File: config.mk
export PLATFORM = sky130hd
export DESIGN_NAME = pwm_reload_ctrl
export DESIGN_NICKNAME = d
export VERILOG_FILES = /design/src/rtl/prl_pkg.sv /design/src/rtl/prl_shadow_bank.sv /design/src/rtl/prl_opp_divider.sv /design/src/rtl/prl_status_unit.sv /design/src/rtl/pwm_reload_ctrl.sv
export SDC_FILE = /design/constraint.sdc
export NUM_CORES = 1
export LEC_CHECK = 0
export BUFFER_PORTS_ARGS = -buffer_cell sky130_fd_sc_hd__buf_4
export CAP_MARGIN = 20
export CORE_MARGIN = 3
export CORE_UTILIZATION = 50
export DETAILED_ROUTE_END_ITERATION = 12
export PLACE_DENSITY = 0.84
export RECOVER_POWER = 50
export SLEW_MARGIN = 40
export SYNTH_ARGS = -nofsm -noshare
export SYNTH_HDL_FRONTEND = slang
export SYNTH_SLANG_ARGS = --single-unit
File: constraint.sdc
create_clock -name clk -period 4 [get_ports clk]
set_input_delay 0.6 -clock clk [delete_from_list [all_inputs] [get_ports clk]]
set_output_delay 0.6 -clock clk [all_outputs]
set_load 0.03 [all_outputs]
File: src/rtl/prl_pkg.sv
// Shared constants for the PWM shadow reload controller.
// Assumes a 16-bit status / enable register view.
package prl_pkg;
    localparam int STS_W      = 16;
    localparam int STS_RELOAD = 12;
    localparam int STS_ERR    = 13;
    localparam int STS_UPD    = 14;
    localparam logic [STS_W-1:0] FLAG_MASK =
        (STS_W'(1) << STS_RELOAD) | (STS_W'(1) << STS_ERR);
endpackage

File: src/rtl/prl_shadow_bank.sv
// Shadow and active storage for all programmable slots.
// Accepts writes only while unlocked; copies every shadow to active on load.
// Assumes load and an accepted write never coincide (lock is high on load).
module prl_shadow_bank #(
    parameter int DATA_W = 16,
    parameter int SLOTS  = 7,
    parameter int SEL_W  = 3
) (
    input  logic                    clk,
    input  logic                    rst_n,
    input  logic                    wr_en,
    input  logic [SEL_W-1:0]        wr_sel,
    input  logic [DATA_W-1:0]       wr_data,
    input  logic                    lock,
    input  logic                    load,
    output logic [SLOTS*DATA_W-1:0] act_flat,
    output logic                    pending
);
    logic accept;

    // Purpose: qualify a write against lock and a valid slot code.
    always_comb begin
        accept = wr_en && !lock && ({1'b0, wr_sel} < (SEL_W+1)'(SLOTS));
    end

    for (genvar g = 0; g < SLOTS; g++) begin : g_slot
        logic [DATA_W-1:0] shadow_q;
        logic [DATA_W-1:0] active_q;

        // Purpose: capture an accepted write into this slot's shadow.
        always_ff @(posedge clk) begin
            if (!rst_n) begin
                shadow_q <= '0;
            end else if (accept && (wr_sel == SEL_W'(g))) begin
                shadow_q <= wr_data;
            end
        end

        // Purpose: transfer the shadow to the active copy on load.
        always_ff @(posedge clk) begin
            if (!rst_n) begin
                active_q <= '0;
            end else if (load) begin
                active_q <= shadow_q;
            end
        end

        assign act_flat[g*DATA_W +: DATA_W] = active_q;
    end

    // Purpose: remember that some shadow holds data not yet loaded.
    always_ff @(posedge clk) begin
        if (!rst_n) begin
            pending <= 1'b0;
        end else if (load) begin
            pending <= 1'b0;
        end else if (accept) begin
            pending <= 1'b1;
        end
    end
endmodule

File: src/rtl/prl_opp_divider.sv
// Counts reload opportunities and marks every Nth one as a reload cycle.
// The field holds N-1; the count restarts on a reload cycle or a field write.
module prl_opp_divider #(
    parameter int FREQ_W = 4
) (
    input  logic              clk,
    input  logic              rst_n,
    input  logic              opp,
    input  logic              freq_wr,
    input  logic [FREQ_W-1:0] freq_data,
    output logic              reload_cycle
);
    logic [FREQ_W-1:0] freq_q;
    logic [FREQ_W-1:0] cnt_q;

    // Purpose: hold the programmed divide value.
    always_ff @(posedge clk) begin
        if (!rst_n) begin
            freq_q <= '0;
        end else if (freq_wr) begin
            freq_q <= freq_data;
        end
    end

    // Purpose: a reload cycle is the opportunity that reaches the limit.
    always_comb begin
        reload_cycle = opp && (cnt_q == freq_q);
    end

    // Purpose: advance or restart the opportunity count.
    always_ff @(posedge clk) begin
        if (!rst_n) begin
            cnt_q <= '0;
        end else if (freq_wr || reload_cycle) begin
            cnt_q <= '0;
        end else if (opp) begin
            cnt_q <= cnt_q + FREQ_W'(1);
        end
    end
endmodule

File: src/rtl/prl_status_unit.sv
// Reload / reload-error flags (write-1-to-clear), read-only pending flag,
// interrupt enables and the interrupt line. Set wins over clear.
module prl_status_unit
    import prl_pkg::*;
(
    input  logic             clk,
    input  logic             rst_n,
    input  logic             reload_cycle,
    input  logic             pending,
    input  logic             ldok,
    input  logic             w1c_en,
    input  logic [STS_W-1:0] w1c_data,
    input  logic             ien_wr,
    input  logic [STS_W-1:0] ien_data,
    output logic [STS_W-1:0] status,
    output logic [STS_W-1:0] irq_en,
    output logic             irq
);
    logic [STS_W-1:0] flag_q;
    logic [STS_W-1:0] ien_q;
    logic [STS_W-1:0] set_v;
    logic [STS_W-1:0] clr_v;

    // Purpose: form this cycle's flag set and clear vectors.
    always_comb begin
        set_v             = '0;
        set_v[STS_RELOAD] = reload_cycle;
        set_v[STS_ERR]    = reload_cycle && pending && !ldok;
        clr_v             = w1c_en ? w1c_data : '0;
    end

    // Purpose: update sticky flags, keeping only the defined bits.
    always_ff @(posedge clk) begin
        if (!rst_n) begin
            flag_q <= '0;
        end else begin
            flag_q <= ((flag_q & ~clr_v) | set_v) & FLAG_MASK;
        end
    end

    // Purpose: store interrupt enables at the flag positions only.
    always_ff @(posedge clk) begin
        if (!rst_n) begin
            ien_q <= '0;
        end else if (ien_wr) begin
            ien_q <= ien_data & FLAG_MASK;
        end
    end

    // Purpose: present status, enables and the combined interrupt.
    always_comb begin
        status          = flag_q;
        status[STS_UPD] = pending;
        irq_en          = ien_q;
        irq             = |(flag_q & ien_q);
    end
endmodule

File: src/rtl/pwm_reload_ctrl.sv
// Top of the PWM shadow reload controller. Owns the load-ok state, picks
// reload opportunities from the match pulses and issues the load.
// Assumes match pulses and strobes are single-cycle and synchronous to clk.
module pwm_reload_ctrl
    import prl_pkg::*;
#(
    parameter int DATA_W  = 16,
    parameter int NUM_CMP = 6,
    parameter int FREQ_W  = 4,
    localparam int SLOTS  = NUM_CMP + 1,
    localparam int SEL_W  = $clog2(SLOTS)
) (
    input  logic                      clk,
    input  logic                      rst_n,
    input  logic                      wr_en,
    input  logic [SEL_W-1:0]          wr_sel,
    input  logic [DATA_W-1:0]         wr_data,
    input  logic                      ldok_set,
    input  logic                      ldok_clr,
    input  logic                      mode_imm,
    input  logic                      full_en,
    input  logic                      half_en,
    input  logic                      freq_wr,
    input  logic [FREQ_W-1:0]         freq_data,
    input  logic                      full_match,
    input  logic                      half_match,
    input  logic                      sts_w1c_en,
    input  logic [STS_W-1:0]          sts_w1c_data,
    input  logic                      ien_wr,
    input  logic [STS_W-1:0]          ien_data,
    output logic [NUM_CMP*DATA_W-1:0] act_cmp,
    output logic [DATA_W-1:0]         act_init,
    output logic                      load_strobe,
    output logic                      ldok,
    output logic [STS_W-1:0]          status,
    output logic [STS_W-1:0]          irq_en,
    output logic                      irq
);
    logic                    ldok_q;
    logic                    opp;
    logic                    reload_cycle;
    logic                    load_fire;
    logic                    pending;
    logic                    strobe_q;
    logic [SLOTS*DATA_W-1:0] act_flat;

    // Purpose: decide whether this cycle is an opportunity and a load.
    always_comb begin
        opp       = !mode_imm && ((full_en && full_match) || (half_en && half_match));
        load_fire = ldok_q && !ldok_clr && (mode_imm || reload_cycle);
    end

    // Purpose: load-ok handshake; clear strobe beats set, set beats load.
    always_ff @(posedge clk) begin
        if (!rst_n) begin
            ldok_q <= 1'b0;
        end else if (ldok_clr) begin
            ldok_q <= 1'b0;
        end else if (ldok_set) begin
            ldok_q <= 1'b1;
        end else if (load_fire) begin
            ldok_q <= 1'b0;
        end
    end

    // Purpose: flag the cycle in which loaded values first appear.
    always_ff @(posedge clk) begin
        if (!rst_n) begin
            strobe_q <= 1'b0;
        end else begin
            strobe_q <= load_fire;
        end
    end

    prl_shadow_bank #(
        .DATA_W (DATA_W),
        .SLOTS  (SLOTS),
        .SEL_W  (SEL_W)
    ) u_bank (
        .clk      (clk),
        .rst_n    (rst_n),
        .wr_en    (wr_en),
        .wr_sel   (wr_sel),
        .wr_data  (wr_data),
        .lock     (ldok_q),
        .load     (load_fire),
        .act_flat (act_flat),
        .pending  (pending)
    );

    prl_opp_divider #(
        .FREQ_W (FREQ_W)
    ) u_div (
        .clk          (clk),
        .rst_n        (rst_n),
        .opp          (opp),
        .freq_wr      (freq_wr),
        .freq_data    (freq_data),
        .reload_cycle (reload_cycle)
    );

    prl_status_unit u_sts (
        .clk          (clk),
        .rst_n        (rst_n),
        .reload_cycle (reload_cycle),
        .pending      (pending),
        .ldok         (ldok_q),
        .w1c_en       (sts_w1c_en),
        .w1c_data     (sts_w1c_data),
        .ien_wr       (ien_wr),
        .ien_data     (ien_data),
        .status       (status),
        .irq_en       (irq_en),
        .irq          (irq)
    );

    assign act_cmp     = act_flat[NUM_CMP*DATA_W-1:0];
    assign act_init    = act_flat[SLOTS*DATA_W-1 -: DATA_W];
    assign load_strobe = strobe_q;
    assign ldok        = ldok_q;
endmodule

## Yosys cells after proc, flatten, opt, wreduce, memory -nomap -nowiden

Cells that the tools add are included.

- Flip-flop bits (word level): 239
- Input bits: 68

- $add $sub $neg: 1
- Order comparisons: 1
- Equal/unequal tests: 7
- Mux-type cells: 3
- Bitwise gates (word level): 5
- Reduce and logical (&&, ||, !) cells: 29

Operators with widths:

| kind | number |
|---|---|
| $and 14x14->14 | 2 |
| $logic_and 1x1->1 | 17 |
| $reduce_or 16->1 | 1 |
| $mux 14 | 1 |
| $not 14->14 | 1 |
| $or 14x14->14 | 1 |
| $eq 3x3->1 const B | 3 |
| $eq 3x2->1 const B | 2 |
| $reduce_or 2->1 | 3 |
| $add 4x1->4 const B | 1 |
| $eq 4x4->1 | 1 |
| $eq 3x1->1 const B | 1 |
| $logic_not 1->1 | 3 |
| $logic_not 3->1 | 1 |
| $logic_or 1x1->1 | 3 |
| $lt 3x3->1 const B | 1 |
| $mux 1 | 2 |
| $reduce_bool 2->1 | 1 |
| $not 1->1 | 1 |

## Longest topological paths before layout

- Depth in word-level cells: 8
- Gate-level depth with buffers: 8
- Gate-level depth less buffers: 4

## Hierarchy

A second synthesis with hierarchy kept.

- Cells, all modules: 848
- Area total of the unflattened synthesis: 9248.9 um^2

By module, submodules not included:

| module | instances | cells an instance | area each (um^2) | sequential area each (um^2) |
|---|---|---|---|---|
| prl_shadow_bank | 1 | 756 | 8380.5 | 4504.3 |
| prl_opp_divider | 1 | 38 | 399.1 | 160.2 |
| prl_status_unit | 1 | 44 | 372.9 | 80.1 |
| pwm_reload_ctrl | 1 | 10 | 96.3 | 40.0 |

## Worst setup path before layout

Ideal clock, no wire load.

- Path kind: input port to flip-flop
- From: input full_en
- To: register u_bank.g_slot[0].active_q[0]
- Arrival time: 2.048 ns
- Slack: 1.835 ns
- Stages on the path: 8
- Path buffers: 4
- Cell sequence: a22oi_2 > or4_1 > buf_2 > o21a_1 > clkbuf_2 > buf_6 > buf_6 > a22o_1

- Longest elaborated chain between the ends: 6

RTL lines:

| item | RTL line | text |
|---|---|---|
| start, declared | pwm_reload_ctrl.sv:21 | `input logic full_en,` |
| $logic_and 1x1->1 | pwm_reload_ctrl.sv:49 | `opp = !mode_imm && ((full_en && full_match) \|\| (half_en && half_match));` |
| $logic_or 1x1->1 | pwm_reload_ctrl.sv:49 |  |
| $logic_and 1x1->1 | pwm_reload_ctrl.sv:49 |  |
| $logic_and 1x1->1 | prl_opp_divider.sv:27 | `reload_cycle = opp && (cnt_q == freq_q);` |
| $logic_or 1x1->1 | pwm_reload_ctrl.sv:50 | `load_fire = ldok_q && !ldok_clr && (mode_imm \|\| reload_cycle);` |
| $logic_and 1x1->1 | pwm_reload_ctrl.sv:50 |  |
| end signal, assigned | prl_shadow_bank.sv:44 | `active_q <= shadow_q;` |
| end, declared | prl_shadow_bank.sv:28 | `logic [DATA_W-1:0] active_q;` |

No other way between the ends.
A chain may end at the register's enable or synchronous reset.

## Worst setup path after layout

- From: input rst_n
- To: register u_sts.flag_q[12]

RTL lines:

| item | RTL line | text |
|---|---|---|
| start, declared | pwm_reload_ctrl.sv:14 | `input logic rst_n,` |
| end signal, assigned | prl_status_unit.sv:37 | `flag_q <= ((flag_q & ~clr_v) \| set_v) & FLAG_MASK;` |
| end, declared | prl_status_unit.sv:19 | `logic [STS_W-1:0] flag_q;` |

No word-level cell between the ends.

==> flow_summary.ini <==
[setup_path]
rr_endpoint = u_bank.g_slot[3].shadow_q[11]$_SDFFE_PN0P_
worst_ep_required_time_ns = 4.43
r2r_slack_ns = 1.51
path_class = in2reg
cp_max_fo = 80
startpoint_type = input port
cp.arrival_ns = 3.44
r2r-start = ldok$_SDFFE_PP0P_
cp-end-kind = register
reg2reg_depth = 5

[outcome]
violations = max-capacitance violations, max-slew violations
status = finished with violations

[drt]
drt_iter0_drc = 368
drcViolationCount = 0
antenna_left = 0
vias = 6074
routed_wl_um = 20900
drtPass1Iterations = 5
vias_per_cell = 5.27
wire_per_inst_um = 18.1

[place]
dp_hpwl_um = 12800
dp_cells = 1109
routabilityCongestion = 0.749
port_buffers = 159

[cells_and_area]
nets = 984
area_growth_pct = 17.1
drive_gt1_frac = 0.0975
antenna_cells = 0
fill_cells = 1454
layout_common_cells = 239 x dfxtp_1, 126 x clkbuf_1, 113 x a22o_1
postLayoutCoreUtil = 0.602
layout_commonest_cell = dfxtp_1
finish.cell_count_without_fillers = 1153
seqCellArea_mm2 = 0.00478
multiInputGateArea_mm2 = 0.00335

[sta]
final-hold-violation-count = 0
slew_violations = 81
period_needed_ns = 3.01
finalSetupViolCount = 0
fin_crit_sh = 0.754
fin_setup_tns_ns = 0
relSlewSlack = -0.942
worstMarginPinSlew_ns = 2.91
finalClockSkew_ns = 0.00957
hold_ws_ns = 0.367
fmax_mhz = 332
rsz0062_at_grt = false

[grt]
grt.busiest_layer = met2
antenna_found_initial = 0
met3_usage = 0.0548
grtUsageTotal = 0.217
met1_usage = 0.281
grt_pass1_wl_um = 31800
grt_max_degree = 81
grt-ovfl-total = 0
first_global_vias = 5814
met2_usage = 0.358

[pwr]
p_seq_frac = 0.494
p_per_area_mw_per_mm2 = 491
comb_power_share = 0.055
p_clk_frac = 0.452
power_w = 0.00492
p_int_w = 0.00382
p_leak_nw = 3.88
switching_share = 0.223
power_switching_w = 0.00110
peakVddDrop_v = 0.000327

[yosys]
synth_area_leaders = dfxtp_1 56%, a22o_1 12%, mux2i_1 8.2%
ys_ff_latch = 239
syn_inst = 782
ys_seq_area_frac = 0.559
yosysTopAreaCell = dfxtp_1
synth.distinct_cells = 36
avgSynthCellArea_um2 = 10.9
yosysWarnings = 0
yosysTopAreaCellShare = 0.559
synth_area_mm2 = 0.00855

[floorplan]
die-area_mm2 = 0.0187
start_util = 0.514
num_rows = 47
coreArea_mm2 = 0.0166
fp.dieW_um = 137
pin_count = 215
die_h_um = 137

[run]
cap_violations = 1

[hold_path]
hold_end = ldok$_SDFFE_PP0P_
min-delay-start = ldok_set
hold_depth = 3
min_path_type = in2reg

[clocking]
clock_tree.root_cell = clkbuf_16
holdBufCountCts = 0
cts_tree = yes
htreeDepth = 1
clk_latency_ns = 0.50
cts_buffer_depth = 3
cts_inserted_buffers = 24
post_cts_buffers = 0
cts_resized = 0
clk_pin_slew_ns = 0.06
clkSinkCount = 239
## flip-flops by register name, indices dropped and copies added, names as in the netlist
name	cells
u_bank.g_slot.active_q	112
u_bank.g_slot.shadow_q	112
u_div.cnt_q	4
u_div.freq_q	4
u_sts.flag_q	2
u_sts.irq_en	2
ldok	1
load_strobe	1
u_bank.pending	1
## worst max path at each step
stage          slack (ns)                        start                                    endpoint
2_1_floorplan        1.84                      full_en   u_bank.g_slot[0].active_q[0]$_SDFFE_PN0P_
3_3_place_gp         1.08                      full_en  u_bank.g_slot[5].active_q[14]$_SDFFE_PN0P_
3_5_place_dp         1.04                      full_en  u_bank.g_slot[5].active_q[14]$_SDFFE_PN0P_
4_1_cts              1.53  u_div.cnt_q[0]$_SDFFE_PP0P_  u_bank.g_slot[5].active_q[14]$_SDFFE_PN0P_
5_1_grt              0.75                        rst_n  u_bank.g_slot[5].shadow_q[11]$_SDFFE_PN0P_
6_report             0.99                        rst_n                 u_sts.flag_q[12]$_SDFF_PN0_
## final cells by class
type,count,share of cell area
clock buffers,34,0.0718
inverters,2,0.000749
multi-input cells,480,0.334
repair buffers,168,0.0798
well taps,220,0.0275
clock inverters,10,0.00849
flip-flops and latches,239,0.478
## power groups by stage
stage / Clock (W) / Sequential (W) / Combinational, W
floorplan: 0 / 0.00249 / 0.000190
global placement: 0 / 0.00248 / 0.000266
detailed placement: 0 / 0.00248 / 0.000271
CTS: 0.00226 / 0.00243 / 0.000272
global route: 0.00236 / 0.00243 / 0.000289
finish: 0.00222 / 0.00243 / 0.000269
## routing by layer
| layer | wire (um) | up-vias |
|---|---|---|
| met1 | 9050 | 2892 |
| li1 | - | 2926 |
| met4 | 582 | 0 |
| met5 | 0 | - |
| met3 | 1640 | 42 |
| met2 | 9630 | 214 |
## stage by stage
step	worst slack, ns	instance area, um2
after global routing	0.746	10000
after CTS	1.53	10500
after floorplan	1.84	8650
after global placement	1.08	9680
after detailed placement	1.04	9680
final	0.986	10000
## Yosys cell counts, drive strengths merged
master  count
dfxtp     239
a22o      113
nand2     102
nor2b      73
mux2i      70
buf        60
a21boi     50
clkbuf     27
nor2        5
xnor2       5
nor3b       4
o21ai       4
nand3       3
nand3b      3
o21a        3
a21oi       2
and2        2
inv         2
nand2b      2
nor3        2
xor2        2
a22oi       1
a311oi      1
and3        1
conb        1
ha          1
nand4       1
nor4b       1
o22ai       1
or4         1
## worst max-delay path, stage by stage
cell and delay (ns):
buf_4 0.35, clkbuf_1 2.10, and2_1 0.33
## logic make-up after synthesis
| logic type | count (synthesis) | share of synthesized area |
|---|---|---|
| and+or+nand+nor | 200 | 0.116 |
| xor gates and xnor gates | 7 | 0.00717 |
| other | 1 | 0.000438 |
| adders and majority gates | 1 | 0.00146 |
| buffers and inverters | 89 | 0.0642 |
| DFF | 239 | 0.559 |
| muxes | 70 | 0.0819 |
| AOI/OAI and AO/OA | 175 | 0.170 |
Power figures use the tool's default switching activity.
